[src/rtl/tdre_pkg.sv]
package tdre_pkg;
    localparam int ADDR_W    = 24;
    localparam int LEN_W     = 13;
    localparam int LEN_MIN   = 12;
    localparam int LEN_MAX   = 1900;
    localparam int OWN_BIT   = 15;
    localparam int STP_BIT   = 9;
    localparam int ENP_BIT   = 8;

    typedef logic [3:0][15:0] desc_words_t;

    typedef struct packed {
        logic [ADDR_W-1:0] buf_addr;
        logic [LEN_W-1:0]  byte_len;
        logic              own;
        logic              stp;
        logic              enp;
        logic              usable;
    } desc_info_t;

    typedef enum logic [3:0] {
        ST_IDLE, ST_DREQ, ST_DCAP, ST_CHECK, ST_BREQ,
        ST_BCAP, ST_SEND, ST_WB1, ST_WB2, ST_WB3
    } eng_state_t;

    function automatic logic [LEN_W-1:0] count_from_field(input logic [11:0] f);
        return LEN_W'(4096) - {1'b0, f};
    endfunction
endpackage

[src/rtl/tdre_decode.sv]
module tdre_decode
    import tdre_pkg::*;
(
    input  desc_words_t words,
    output desc_info_t  info
);
    always_comb begin
        info.buf_addr = {words[1][7:0], words[0]};
        info.byte_len = count_from_field(words[2][11:0]);
        info.own      = words[1][OWN_BIT];
        info.stp      = words[1][STP_BIT];
        info.enp      = words[1][ENP_BIT];
        info.usable   = info.own && (words[2][15:12] == 4'hF)
                     && (info.byte_len >= LEN_W'(LEN_MIN))
                     && (info.byte_len <= LEN_W'(LEN_MAX));
    end
endmodule

[src/rtl/tdre_ring_idx.sv]
module tdre_ring_idx #(
    parameter int LOG_W = 3
) (
    input  logic             clk,
    input  logic             rst,
    input  logic [LOG_W-1:0] ring_log,
    input  logic             scan_start,
    input  logic             advance,
    output logic [(1<<LOG_W)-2:0] idx,
    output logic             wrap_hit
);
    localparam int IDX_W = (1 << LOG_W) - 1;

    logic [IDX_W-1:0] mask, start_idx, nxt;

    assign mask     = (IDX_W'(1) << ring_log) - IDX_W'(1);
    assign nxt      = (idx + IDX_W'(1)) & mask;
    assign wrap_hit = (nxt == start_idx);

    always_ff @(posedge clk) begin
        if (rst) begin
            idx       <= '0;
            start_idx <= '0;
        end else begin
            if (scan_start) start_idx <= idx;
            if (advance)    idx       <= nxt;
        end
    end


    idx_in_ring_chk: assert property (@(posedge clk) disable iff (rst)
        advance |=> ((idx & ~mask) == '0));
endmodule

[src/rtl/txring_engine.sv]
module txring_engine
    import tdre_pkg::*;
#(
    parameter int LOG_W = 3
) (
    input  logic        clk,
    input  logic        rst,
    input  logic        tx_enable,
    input  logic        demand,
    input  logic [23:0] ring_base,
    input  logic [2:0]  ring_log,
    output logic        mem_rd,
    output logic        mem_wr,
    output logic [23:0] mem_addr,
    output logic [15:0] mem_wdata,
    input  logic [15:0] mem_rdata,
    output logic        out_valid,
    output logic [7:0]  out_data,
    output logic        out_first,
    output logic        out_last,
    input  logic        out_ready,
    output logic        evt_tint,
    output logic        evt_drop,
    output logic        evt_exhaust,
    output logic        demand_pend,
    output logic [6:0]  ring_idx
);
    localparam int IDX_W = (1 << LOG_W) - 1;

    eng_state_t        state;
    desc_words_t       dw;
    desc_info_t        info;
    logic [1:0]        wk;
    logic [ADDR_W-1:0] baddr, desc_base;
    logic [LEN_W-1:0]  remain;
    logic [15:0]       bword;
    logic              frame_open, first_pend;
    logic              scan_start, advance, wrap_hit, take;
    logic [IDX_W-1:0]  idx;

    tdre_decode u_dec (.words(dw), .info(info));

    tdre_ring_idx #(.LOG_W(LOG_W)) u_idx (
        .clk(clk), .rst(rst), .ring_log(ring_log[LOG_W-1:0]),
        .scan_start(scan_start), .advance(advance),
        .idx(idx), .wrap_hit(wrap_hit));

    assign ring_idx   = 7'(idx);
    assign scan_start = (state == ST_IDLE) && demand_pend && tx_enable;
    assign advance    = (state == ST_WB3);
    assign desc_base  = ring_base + ADDR_W'({idx, 3'b000});
    assign take       = (state == ST_SEND) && out_ready;

    assign out_valid = (state == ST_SEND);
    assign out_data  = baddr[0] ? bword[15:8] : bword[7:0];
    assign out_first = out_valid && first_pend;
    assign out_last  = out_valid && info.enp && (remain == LEN_W'(1));

    always_comb begin
        mem_rd    = 1'b0;
        mem_wr    = 1'b0;
        mem_addr  = '0;
        mem_wdata = '0;
        unique case (state)
            ST_DREQ: begin
                mem_rd   = 1'b1;
                mem_addr = desc_base + ADDR_W'({wk, 1'b0});
            end
            ST_BREQ: begin
                mem_rd   = 1'b1;
                mem_addr = {baddr[ADDR_W-1:1], 1'b0};
            end
            ST_WB1: begin
                mem_wr    = 1'b1;
                mem_addr  = desc_base + ADDR_W'(2);
                mem_wdata = dw[1] & ~(16'h1 << OWN_BIT);
            end
            ST_WB2: begin
                mem_wr    = 1'b1;
                mem_addr  = desc_base + ADDR_W'(4);
                mem_wdata = dw[2];
            end
            ST_WB3: begin
                mem_wr    = 1'b1;
                mem_addr  = desc_base + ADDR_W'(6);
                mem_wdata = dw[3];
            end
            default: ;
        endcase
    end

    always_ff @(posedge clk) begin
        if (rst) begin
            state       <= ST_IDLE;
            dw          <= '0;
            wk          <= '0;
            baddr       <= '0;
            remain      <= '0;
            bword       <= '0;
            frame_open  <= 1'b0;
            first_pend  <= 1'b0;
            demand_pend <= 1'b0;
            evt_tint    <= 1'b0;
            evt_drop    <= 1'b0;
            evt_exhaust <= 1'b0;
        end else begin
            evt_tint    <= 1'b0;
            evt_drop    <= 1'b0;
            evt_exhaust <= 1'b0;
            if (scan_start)  demand_pend <= demand;
            else if (demand) demand_pend <= 1'b1;
            unique case (state)
                ST_IDLE: if (scan_start) begin
                    wk    <= '0;
                    state <= ST_DREQ;
                end
                ST_DREQ: state <= ST_DCAP;
                ST_DCAP: begin
                    dw[wk] <= mem_rdata;
                    wk     <= wk + 2'd1;
                    state  <= (wk == 2'd3) ? ST_CHECK : ST_DREQ;
                end
                ST_CHECK: begin
                    if (!info.usable || (!info.stp && !frame_open)) begin
                        state <= ST_IDLE;
                    end else begin
                        evt_drop   <= info.stp && frame_open;
                        frame_open <= 1'b1;
                        first_pend <= info.stp;
                        baddr      <= info.buf_addr;
                        remain     <= info.byte_len;
                        state      <= ST_BREQ;
                    end
                end
                ST_BREQ: state <= ST_BCAP;
                ST_BCAP: begin
                    bword <= mem_rdata;
                    state <= ST_SEND;
                end
                ST_SEND: if (out_ready) begin
                    first_pend <= 1'b0;
                    remain     <= remain - LEN_W'(1);
                    baddr      <= baddr + ADDR_W'(1);
                    if (remain == LEN_W'(1)) begin
                        if (info.enp) begin
                            frame_open <= 1'b0;
                            evt_tint   <= 1'b1;
                        end
                        state <= ST_WB1;
                    end else if (baddr[0]) begin
                        state <= ST_BREQ;
                    end
                end
                ST_WB1: state <= ST_WB2;
                ST_WB2: state <= ST_WB3;
                ST_WB3: begin
                    wk <= '0;
                    if (wrap_hit) begin
                        evt_exhaust <= 1'b1;
                        state       <= ST_IDLE;
                    end else begin
                        state <= ST_DREQ;
                    end
                end
                default: state <= ST_IDLE;
            endcase
        end
    end


    stall_hold_chk: assert property (@(posedge clk) disable iff (rst)
        (out_valid && !out_ready) |=> (out_valid && $stable(out_data)
            && $stable(out_first) && $stable(out_last)));


    tint_after_last_chk: assert property (@(posedge clk) disable iff (rst)
        evt_tint |-> $past(out_valid && out_ready && out_last));


    wb_not_word0_chk: assert property (@(posedge clk) disable iff (rst)
        mem_wr |-> ((mem_addr - ring_base) & 24'h7) != 24'h0);


    strobe_excl_chk: assert property (@(posedge clk) disable iff (rst)
        !(mem_rd && mem_wr));


    demand_clear_chk: assert property (@(posedge clk) disable iff (rst)
        (scan_start && !demand) |=> !demand_pend);
endmodule

[config.mk]
export PLATFORM = sky130hd
export DESIGN_NAME = txring_engine
export DESIGN_NICKNAME = d
export VERILOG_FILES = /design/src/rtl/tdre_pkg.sv /design/src/rtl/tdre_decode.sv /design/src/rtl/tdre_ring_idx.sv /design/src/rtl/txring_engine.sv
export SDC_FILE = /design/constraint.sdc
export NUM_CORES = 1
export LEC_CHECK = 0
export ABC_CLOCK_PERIOD_IN_PS = 5800
export BUFFER_PORTS_ARGS = -buffer_cell sky130_fd_sc_hd__buf_2
export CAP_MARGIN = 20
export CORE_ASPECT_RATIO = 1.5
export CORE_UTILIZATION = 25
export CTS_BUF_LIST = sky130_fd_sc_hd__clkbuf_8
export CTS_CLUSTER_DIAMETER = 40
export DETAILED_ROUTE_END_ITERATION = 10
export GPL_TIMING_DRIVEN = 1
export SYNTH_ARGS = -nofsm -noshare
export SYNTH_HDL_FRONTEND = slang
export SYNTH_SLANG_ARGS = --single-unit
[constraint.sdc]
create_clock -name clk -period 5.8 [get_ports clk]
set_input_delay 1.16 -clock clk [delete_from_list [all_inputs] [get_ports clk]]
set_output_delay 1.16 -clock clk [all_outputs]
set_load 0.02 [all_outputs]
; ---- Yosys cells after proc, flatten, opt, wreduce, memory -nomap -nowiden
; Index checks and enable logic that the tools add are counted.
[op_classes]
addsub = 11
n_lt_le_gt_ge = 4
eq_ne = 19
n_shift = 1
n_mux = 36
bitwise_logic = 6
reduce_logical = 28
[op_table]
columns = cell, n
row1 = $pmux 24 s5, 1
row2 = $bwmux 64, 1
row3 = $add 24x3->24 const B, 2
row4 = $mux 24, 2
row5 = $pmux 16 s3, 1
row6 = $pmux 24 s2, 1
row7 = $pmux 4 s10, 1
row8 = $demux 16 s2, 1
row9 = $mux 13, 2
row10 = $pmux 13 s2, 1
row11 = $add 24x1->24 const B, 1
row12 = $add 24x10->24, 1
row13 = $add 24x2->24 const B, 1
row14 = $add 24x3->24, 1
row15 = $eq 4x3->1 const B, 4
row16 = $mux 16, 1
row17 = $mux 4, 4
row18 = $eq 13x1->1 const B, 1
row19 = $ge 13x4->1 const B, 1
row20 = $le 13x11->1 const B, 1
row21 = $mux 1, 13
row22 = $sub 13x1->13 const B, 1
row23 = $sub 13x12->13 const A, 1
row24 = $eq 4x4->1 const B, 3
row25 = other kinds (32), 58
[totals]
reg_bits = 143
inputBits = 48
word_cells = 122

; ---- Longest topological paths before layout
; Gate-level depths: netlist of the first run.
[logic_depth]
word_depth = 8
mapped_depth = 14

; ---- Hierarchy
; From an unflattened synthesis of the first run, not the netlist that was laid out.
[hier_totals]
hier_cells = 1325
hier_area_um2 = 9691.8
[modules_own_cells]
columns = mod, instances, cells_each, area_each_um2
row1 = txring_engine, 1, 1115, 8090.3
row2 = tdre_decode, 1, 113, 820.8
row3 = tdre_ring_idx, 1, 97, 780.7

; ---- Worst setup path before layout of the first run
; Ideal clock, no wire load.
[synth_timing]
path_kind = input port to output port
start = in ring_base[3]
end = out mem_addr[17]
t_arrival_ps = 4245
required_time_ps = 4640
slack_ps = 395
stages = 13
n_path_buf = 1
path_cell_list = ha_1 > inv_1 > fa_1 > nand2b_1 > a211oi_2 > o21bai_1 > xor2_1 > or2_2 > clkbuf_1 > nor4_2 > nand2_1 > xor2_1 > o21ai_0
[synth_via]
elab_chain_len = 3
elab_cells_between_ends = 6
cone_classes = add/sub: 5 / mux: 1
[synth_rtl]
columns = item, line_no
row1 = start: declaration, txring_engine.sv:10  ; input logic [23:0] ring_base,
row2 = $add 24x10->24 *, txring_engine.sv:51  ; assign desc_base = ring_base + ADDR_W'({idx, 3'b000});
row3 = "$add 24x3->24, or another cell as far along", txring_engine.sv:85  ; mem_addr = desc_base + ADDR_W'(6);
row4 = $pmux 24 s5 *, txring_engine.sv:64  ; unique case (state)
row5 = end: declaration, txring_engine.sv:14  ; output logic [23:0] mem_addr,
; Mark *: on every way between the ends. The rest lies on a longest branch, timed or not.

; ---- Worst setup path in the final report of the first run
[layout_timing]
start = in ring_base[9]
end = out mem_addr[22]
; Same word-level chain as after synthesis.

==> metrics.yaml, run 1 <==
status:
  status: "finished clean"
logic_synthesis:
  ys_ff_latch: 143
  synth.distinct_cells: 84
  syn_avg_cell_area_um2: 7.382
  synthArstFlopShare_pct: 0
  yosysWarnings: 0
  syn-num-nets: 1321
  synth_edf_count: 0
  synth_cells: 1251
  seq_area_frac_synth_pct: 31.00
  netlist_area_um2: 9235
  synthFlopType: "dfxtp_1"
drt:
  detailroute.via_count: 9255
  drc_errors: 0
  antenna_left: 0
  wire_per_inst_um: 16.41
  first_pass_iters: 6
  vias_per_cell: 5.122
  dr.first_iter.drc_count: 747
  routed_wl_um: 29650
global_route:
  grt_pass1_vias: 8571
  antenna_found_initial: 1
  grtUsageMet3_pct: 2.129
  met1_usage_pct: 18.43
  met2_usage_pct: 27.23
  grt_usage_pct: 15.51
  grt_max_degree: 73
  grt_overflow: 0
  grt-busiest-layer: "met2"
  grt_pass1_wl_um: 46500
placed_design:
  io_buffers: 111
  dp_slack_ns: 0.1208
  dp_cells: 1773
  dp_hpwl_um: 22020
  routabilityCongestion: 0.8586
cells_and_area:
  nets: 1385
  seqCellArea_um2: 2863
  finalNonFillerCells: 1807
  multiInputGateArea_um2: 5829
  drive_gt1_share_pct: 15.81
  nFillCells: 3994
  area_growth_syn_to_layout_pct: 14.66
hold_path:
  hold_path.startpoint: "bword[2]"
  min_delay_worst_endpoint: "bword[2]"
  holdCritPathClass: "flip-flop to flip-flop"
  whs_path_depth: 2
power_and_ir_drop:
  fin_total_pwr_mw: 2.059
  ir_drop_uv: 134.1
  power.density_nw_per_um2: 194.5
  power_leakage_nw: 4.033
sta:
  rsz0062_at_grt: "false"
  post-route-period-util_pct: 96.93
  whs_ns: 0.4580
  clock_skew_ns: 0.01407
  finalCriticalPeriod_ns: 5.622
  slew_viol_final: 0
  finalHoldViolations: 0
  max_freq_mhz: 177.9
  worst_pin_slew_ns: 0.9775
  max-slew-margin-rel_pct: 34.83
  worst_slack_ns: 0.1783
  setup_violations: 0
  final.setup.tns_ns: 0
setup_path:
  crit_required_ns: 4.64
  cp_max_fo: 9
  startpoint: "ring_base[9]"
  cp.arrival_ns: 4.46
  endpoint_kind: "primary output"
  crit_type: "primary input to primary output"
  rr_worst_depth: 12
  cp-start-kind: "primary input"
  reg2reg_to: "baddr[17]"
  worstReg2RegStart: "dw[32]"
  r2r_slack_ns: 2.02
cts:
  clk_latency_ns: 0.48
  cts-htree-levels: 4
  cts_sinks: 143
  clock_path_buffers: 2
  tritoncts: "yes"
  cts-root-buf: "clkbuf_8"
  cts_inserted_buffers: 17
  ctsHoldBuffers: 0
  path_clk_slew_ns: 0.09
die:
  start_util_pct: 25.54
  coreArea_um2: 36160
  die-area_um2: 37730
  num_io_pins: 112
  die_h_um: 237.4
  die_w_um: 158.9
  placementRows: 85
run:
  cap_violations: 0
==> cell type report <==
cell class                      count  share of cell area (%)
Tap cell                          478                   5.648
Clock buffer                       17                   2.210
Clock inverter                     15                   1.784
Antenna cell                        1                 0.02363
Timing Repair Buffer              136                   7.042
Sequential cell                   143                   27.04
Inverter                           34                   1.205
Multi-Input combinational cell    983                   55.05
==> registers in the layout (all words and copies together), names as in the netlist <==
| signal | flops |
|---|---|
| u_idx.idx | 7 |
| u_idx.start_idx | 7 |
| state | 4 |
| dw | 64 |
| baddr | 24 |
| wk | 2 |
| remain | 13 |
| evt_drop | 1 |
| frame_open | 1 |
| bword | 16 |
| evt_tint | 1 |
| demand_pend | 1 |
| evt_exhaust | 1 |
| first_pend | 1 |
==> kinds of logic after synthesis <==
| kind of cell | after synthesis | synth area share (%) |
|---|---|---|
| fa+ha+maj | 22 | 3.143 |
| buf+inv | 125 | 6.205 |
| flops | 143 | 31.00 |
| simple gates | 533 | 26.74 |
| compound gates | 334 | 23.62 |
| mux | 19 | 2.181 |
| xor+xnor | 75 | 7.113 |
==> layout by cell type, fill, tap and decap left out, types with 7 or more instances in the layout <==
cell,count
clkbuf_8,17
and2_1,8
buf_2,110
nand2b_1,9
a222oi_1,16
nor3_1,29
a21oi_1,132
mux2_2,9
nor2_1,77
a31oi_1,7
a21o_1,8
xnor2_1,43
nand3_1,24
nand4_1,17
dfxtp_1,143
or3_1,9
a22oi_1,21
nor2b_1,8
or2_2,7
o21ai_0,58
and3_1,17
xor2_1,32
a221o_1,9
nand2_1,276
and4_1,7
nor4_1,9
mux2i_1,10
inv_1,34
a22o_1,7
buf_4,26
ha_1,20
==> power breakdown <==
part           leakage [nW]  switching, mW  internal, mW  total (mW)
Clock                 0.209          0.458         0.403       0.862
Combinational          2.67          0.131        0.0693       0.200
Sequential             1.15        0.00996         0.988       0.998
==> critical path, stage by stage <==
cell and delay, ns:
buf_2 0.10, ha_1 0.33, buf_4 0.19, a21o_1 0.23, o21a_1 0.20, a221o_1 0.32
o21bai_1 0.19, or2_0 0.41, or3_1 0.51, nand3b_1 0.19, xnor2_1 0.13, a221o_1 0.33
buf_2 0.16
==> cells in the mapped netlist (9+ instances only) <==
library cell / number / area, um2
xnor2_1: 43 / 376.6
inv_1: 34 / 127.6
or3_1: 9 / 56.30
dfxtp_1: 143 / 2863
nand3_1: 25 / 125.1
o21ai_0: 58 / 290.3
nand4_1: 17 / 106.4
a21oi_1: 132 / 660.6
nor2_1: 79 / 296.5
clkbuf_1: 69 / 259.0
nand2b_1: 9 / 56.30
ha_1: 20 / 250.2
nand2_1: 276 / 1036
a22oi_1: 21 / 157.7
a222oi_1: 16 / 160.2
nor4_1: 10 / 62.56
mux2_2: 9 / 101.4
xor2_1: 32 / 280.3
mux2i_1: 10 / 100.1
and3_1: 17 / 106.4
nor3_1: 30 / 150.1
a221o_1: 9 / 90.09
==> worst max-delay path by stage <==
stage	to	slack, ns	depth (start not counted)
6_report	mem_addr[22]	0.18	13
5_1_grt	mem_addr[22]	0.02	14
4_1_cts	mem_addr[22]	0.12	12
3_5_place_dp	mem_addr[22]	0.12	12
3_3_place_gp	mem_addr[22]	0.22	12
2_1_floorplan	mem_addr[17]	0.39	13
==> layer usage <==
metal	up-vias	share of wire, %
met3	47	4.0
met2	272	49
met1	4385	43
met4	0	3.5
li1	4551	-
met5	-	0
==> metrics by stage <==
step	cell area, um2	utilization (%)
floorplan	9235	-
global placement	10150	28.07
detailed placement	10150	28.07
CTS	10570	29.24
global route	10590	29.28
finish	10590	29.28
==> what timing repair did <==
action                     CTS  global route
hold endpoints to repair     0             0
buffers inserted             0             1
setup endpoints to repair    0             9
gates resized for setup      0             2
Note: power is estimated with default switching activity, not from simulation.
==> run 2, diff against run 1 <==
==> constraint.sdc (replaced) <==
create_clock -name clk -period 5.8 [get_ports clk]
set_input_delay 1.16 -clock clk [delete_from_list [all_inputs] [get_ports clk]]
set_output_delay 1.16 -clock clk [all_outputs]
set_load 0.05 [all_outputs]
==> metrics.yaml, run 2 (synthesized netlist as in run 1, its figures left out) <==
status:
  status: "finished clean"  # unchanged
die:
  num_io_pins: 112  # unchanged
  coreArea_um2: 36160  # unchanged
  die_w_um: 158.9  # unchanged
  die_h_um: 237.4  # unchanged
  start_util_pct: 25.54  # unchanged
  placementRows: 85  # unchanged
  die-area_um2: 37730  # unchanged
sta:
  rsz0062_at_grt: "true"  # was false
  setup_violations: 0  # unchanged
  max_freq_mhz: 177.6  # was 177.9 MHz
  slew_viol_final: 0  # unchanged
  clock_skew_ns: 0.01386  # was 0.01407 ns
  max-slew-margin-rel_pct: 25.83  # was 34.83%
  post-route-period-util_pct: 97.05  # was 96.93%
  worst_pin_slew_ns: 1.113  # was 0.9775 ns
  finalCriticalPeriod_ns: 5.629  # was 5.622 ns
  finalHoldViolations: 0  # unchanged
cells_and_area:
  nFillCells: 3949  # was 3,994
  final_area_um2: 10600  # was 10,590 um2
  largestRegisters: "dw (64), baddr (24), bword (16)"  # unchanged
  final_cell_mix: "nand2_1, dfxtp_1, a21oi_1"  # unchanged
  regMostFlops: "dw"  # unchanged
  final_common_cell: "nand2_1"  # unchanged
  area_growth_syn_to_layout_pct: 14.82  # was 14.66%
  drive_gt1_share_pct: 16.17  # was 15.81%
  nets: 1393  # was 1,385
  largest_reg_flops: 64  # unchanged
placed_design:
  io_buffers: 111  # unchanged
  post_dp_cell_area_um2: 10200  # was 10,150 um2
  routabilityCongestion: 0.8103  # was 0.8586
  dp_hpwl_um: 22070  # was 22,020 um
drt:
  antenna_left: 0  # unchanged
  vias_per_cell: 5.091  # was 5.122
  detailroute.via_count: 9241  # was 9,255
  first_pass_iters: 9  # was 6
  routed_wl_um: 30010  # was 29,650 um
  wire_per_inst_um: 16.53  # was 16.41 um
  dr.first_iter.drc_count: 839  # was 747
  drc_errors: 0  # unchanged
power_and_ir_drop:
  power.switching_mw: 0.5956  # was 0.5990 mW
  swShare_pct: 29.64  # was 29.09%
  pwr-share-comb_pct: 11.5  # was 9.7%
  power.density_nw_per_um2: 189.5  # was 194.5 nW/um2
  power_leakage_nw: 4.053  # was 4.033 nW
  ir_drop_uv: 160.3  # was 134.1 uV
  fin_total_pwr_mw: 2.010  # was 2.059 mW
  clkPwrFrac_pct: 38.9  # was 41.8%
  p_int_mw: 1.414  # was 1.460 mW
  seqPwrFrac_pct: 49.6  # was 48.4%
setup_path:
  crit_type: "primary input to primary output"  # unchanged
  reg2reg_to: "baddr[0]"  # was baddr[17]
  rr_worst_depth: 11  # was 12
  cp_max_fo: 5  # was 9
  cp.arrival_ns: 4.47  # was 4.46 ns
  worstReg2RegStart: "dw[32]"  # unchanged
  crit_required_ns: 4.64  # about the same
  endpoint_kind: "primary output"  # unchanged
  r2r_slack_ns: 2.07  # was 2.02 ns
  cp-start-kind: "primary input"  # unchanged
cts:
  cts_sinks: 143  # unchanged
  ctsHoldBuffers: 0  # unchanged
  cts_inserted_buffers: 17  # unchanged
  tritoncts: "yes"  # unchanged
  clk_latency_ns: 0.48  # about the same
  path_clk_slew_ns: 0.07  # was 0.09 ns
  cts-root-buf: "clkbuf_8"  # unchanged
  clock_path_buffers: 2  # unchanged
  cts-htree-levels: 4  # unchanged
hold_path:
  min_delay_worst_endpoint: "bword[5]"  # was bword[2]
  hold_path.startpoint: "bword[5]"  # was bword[2]
  whs_path_depth: 2  # unchanged
  holdCritPathClass: "flip-flop to flip-flop"  # unchanged
global_route:
  grt_pass1_vias: 8729  # was 8,571
  antenna_found_initial: 1  # unchanged
  grt_max_degree: 101  # was 73
  grt_overflow: 0  # unchanged
  grt_usage_pct: 15.77  # was 15.51%
  grt_pass1_wl_um: 47360  # was 46,500 um
run:
  cap_violations: 0  # unchanged
## run 2: worst max path at each step
stage	start	end	cells after the start
6_report	ring_base[4]	mem_addr[22]	13
5_1_grt	ring_base[3]	mem_addr[20]	15
4_1_cts	state[2]	mem_addr[23]	14
3_5_place_dp	ring_base[4]	mem_addr[23]	12
3_3_place_gp	ring_base[3]	mem_addr[18]	15
2_1_floorplan	ring_base[3]	mem_addr[17]	13
## run 2: power groups by stage
stage	Sequential, mW	Combinational, mW	Clock (mW)
CTS	0.997	0.232	0.798
detailed placement	1.02	0.231	0
global placement	1.02	0.229	0
finish	0.998	0.231	0.781
global route	0.999	0.250	0.842
floorplan	1.02	0.154	0
## run 2: per-stage QoR
step / hold WS [ns] / std cells / setup TNS, ns / setup WS [ns] / util (%)
2_1_floorplan: 0.4287 / 1251 / 0 / 0.1599 / -
3_3_place_gp: 0.4394 / 1779 / 0 / 0.2059 / 28.21
3_5_place_dp: 0.4476 / 1779 / 0 / 0.1997 / 28.21
4_1_cts: 0.4581 / 1811 / 0 / 0.07537 / 29.26
5_1_grt: 0.4713 / 1815 / -0.003142 / -0.003142 / 29.33
6_report: 0.4559 / 1815 / 0 / 0.1709 / 29.33
## run 2: cell type report
type | instances | area [um2] | area share, %
clock inverters | 14 | 131.4 | 1.239
inverters | 34 | 127.6 | 1.204
well taps | 478 | 598.1 | 5.640
repair buffers | 144 | 805.8 | 7.599
clock buffers | 18 | 247.7 | 2.336
diodes | 1 | 2.502 | 0.02360
flip-flops and latches | 143 | 2863 | 27.00
multi-input cells | 983 | 5828 | 54.96
## run 2: critical path, stage by stage
cell      delay [ns]
buf_2           0.11
ha_1            0.30
a211oi_1        0.44
o21ai_1         0.17
a221o_1         0.37
o21bai_1        0.18
or2_0           0.34
buf_4           0.22
nor3b_1         0.35
a31oi_1         0.13
a41o_1          0.21
a221o_1         0.26
buf_2           0.21
## run 2: per-layer routing
layer	up-vias	track usage [%]	part of all wire, %
li1	4559	-	-
met1	4401	19.09	44
met2	238	27.50	50
met3	43	2.164	3.8
met4	0	7.255	3.1
met5	-	0	0
## run 2: repair_timing
action,CTS,global route
endpoints found under the setup margin,0,6
hold endpoints to repair,0,0
setup buffers,0,3
resized for setup,0,0
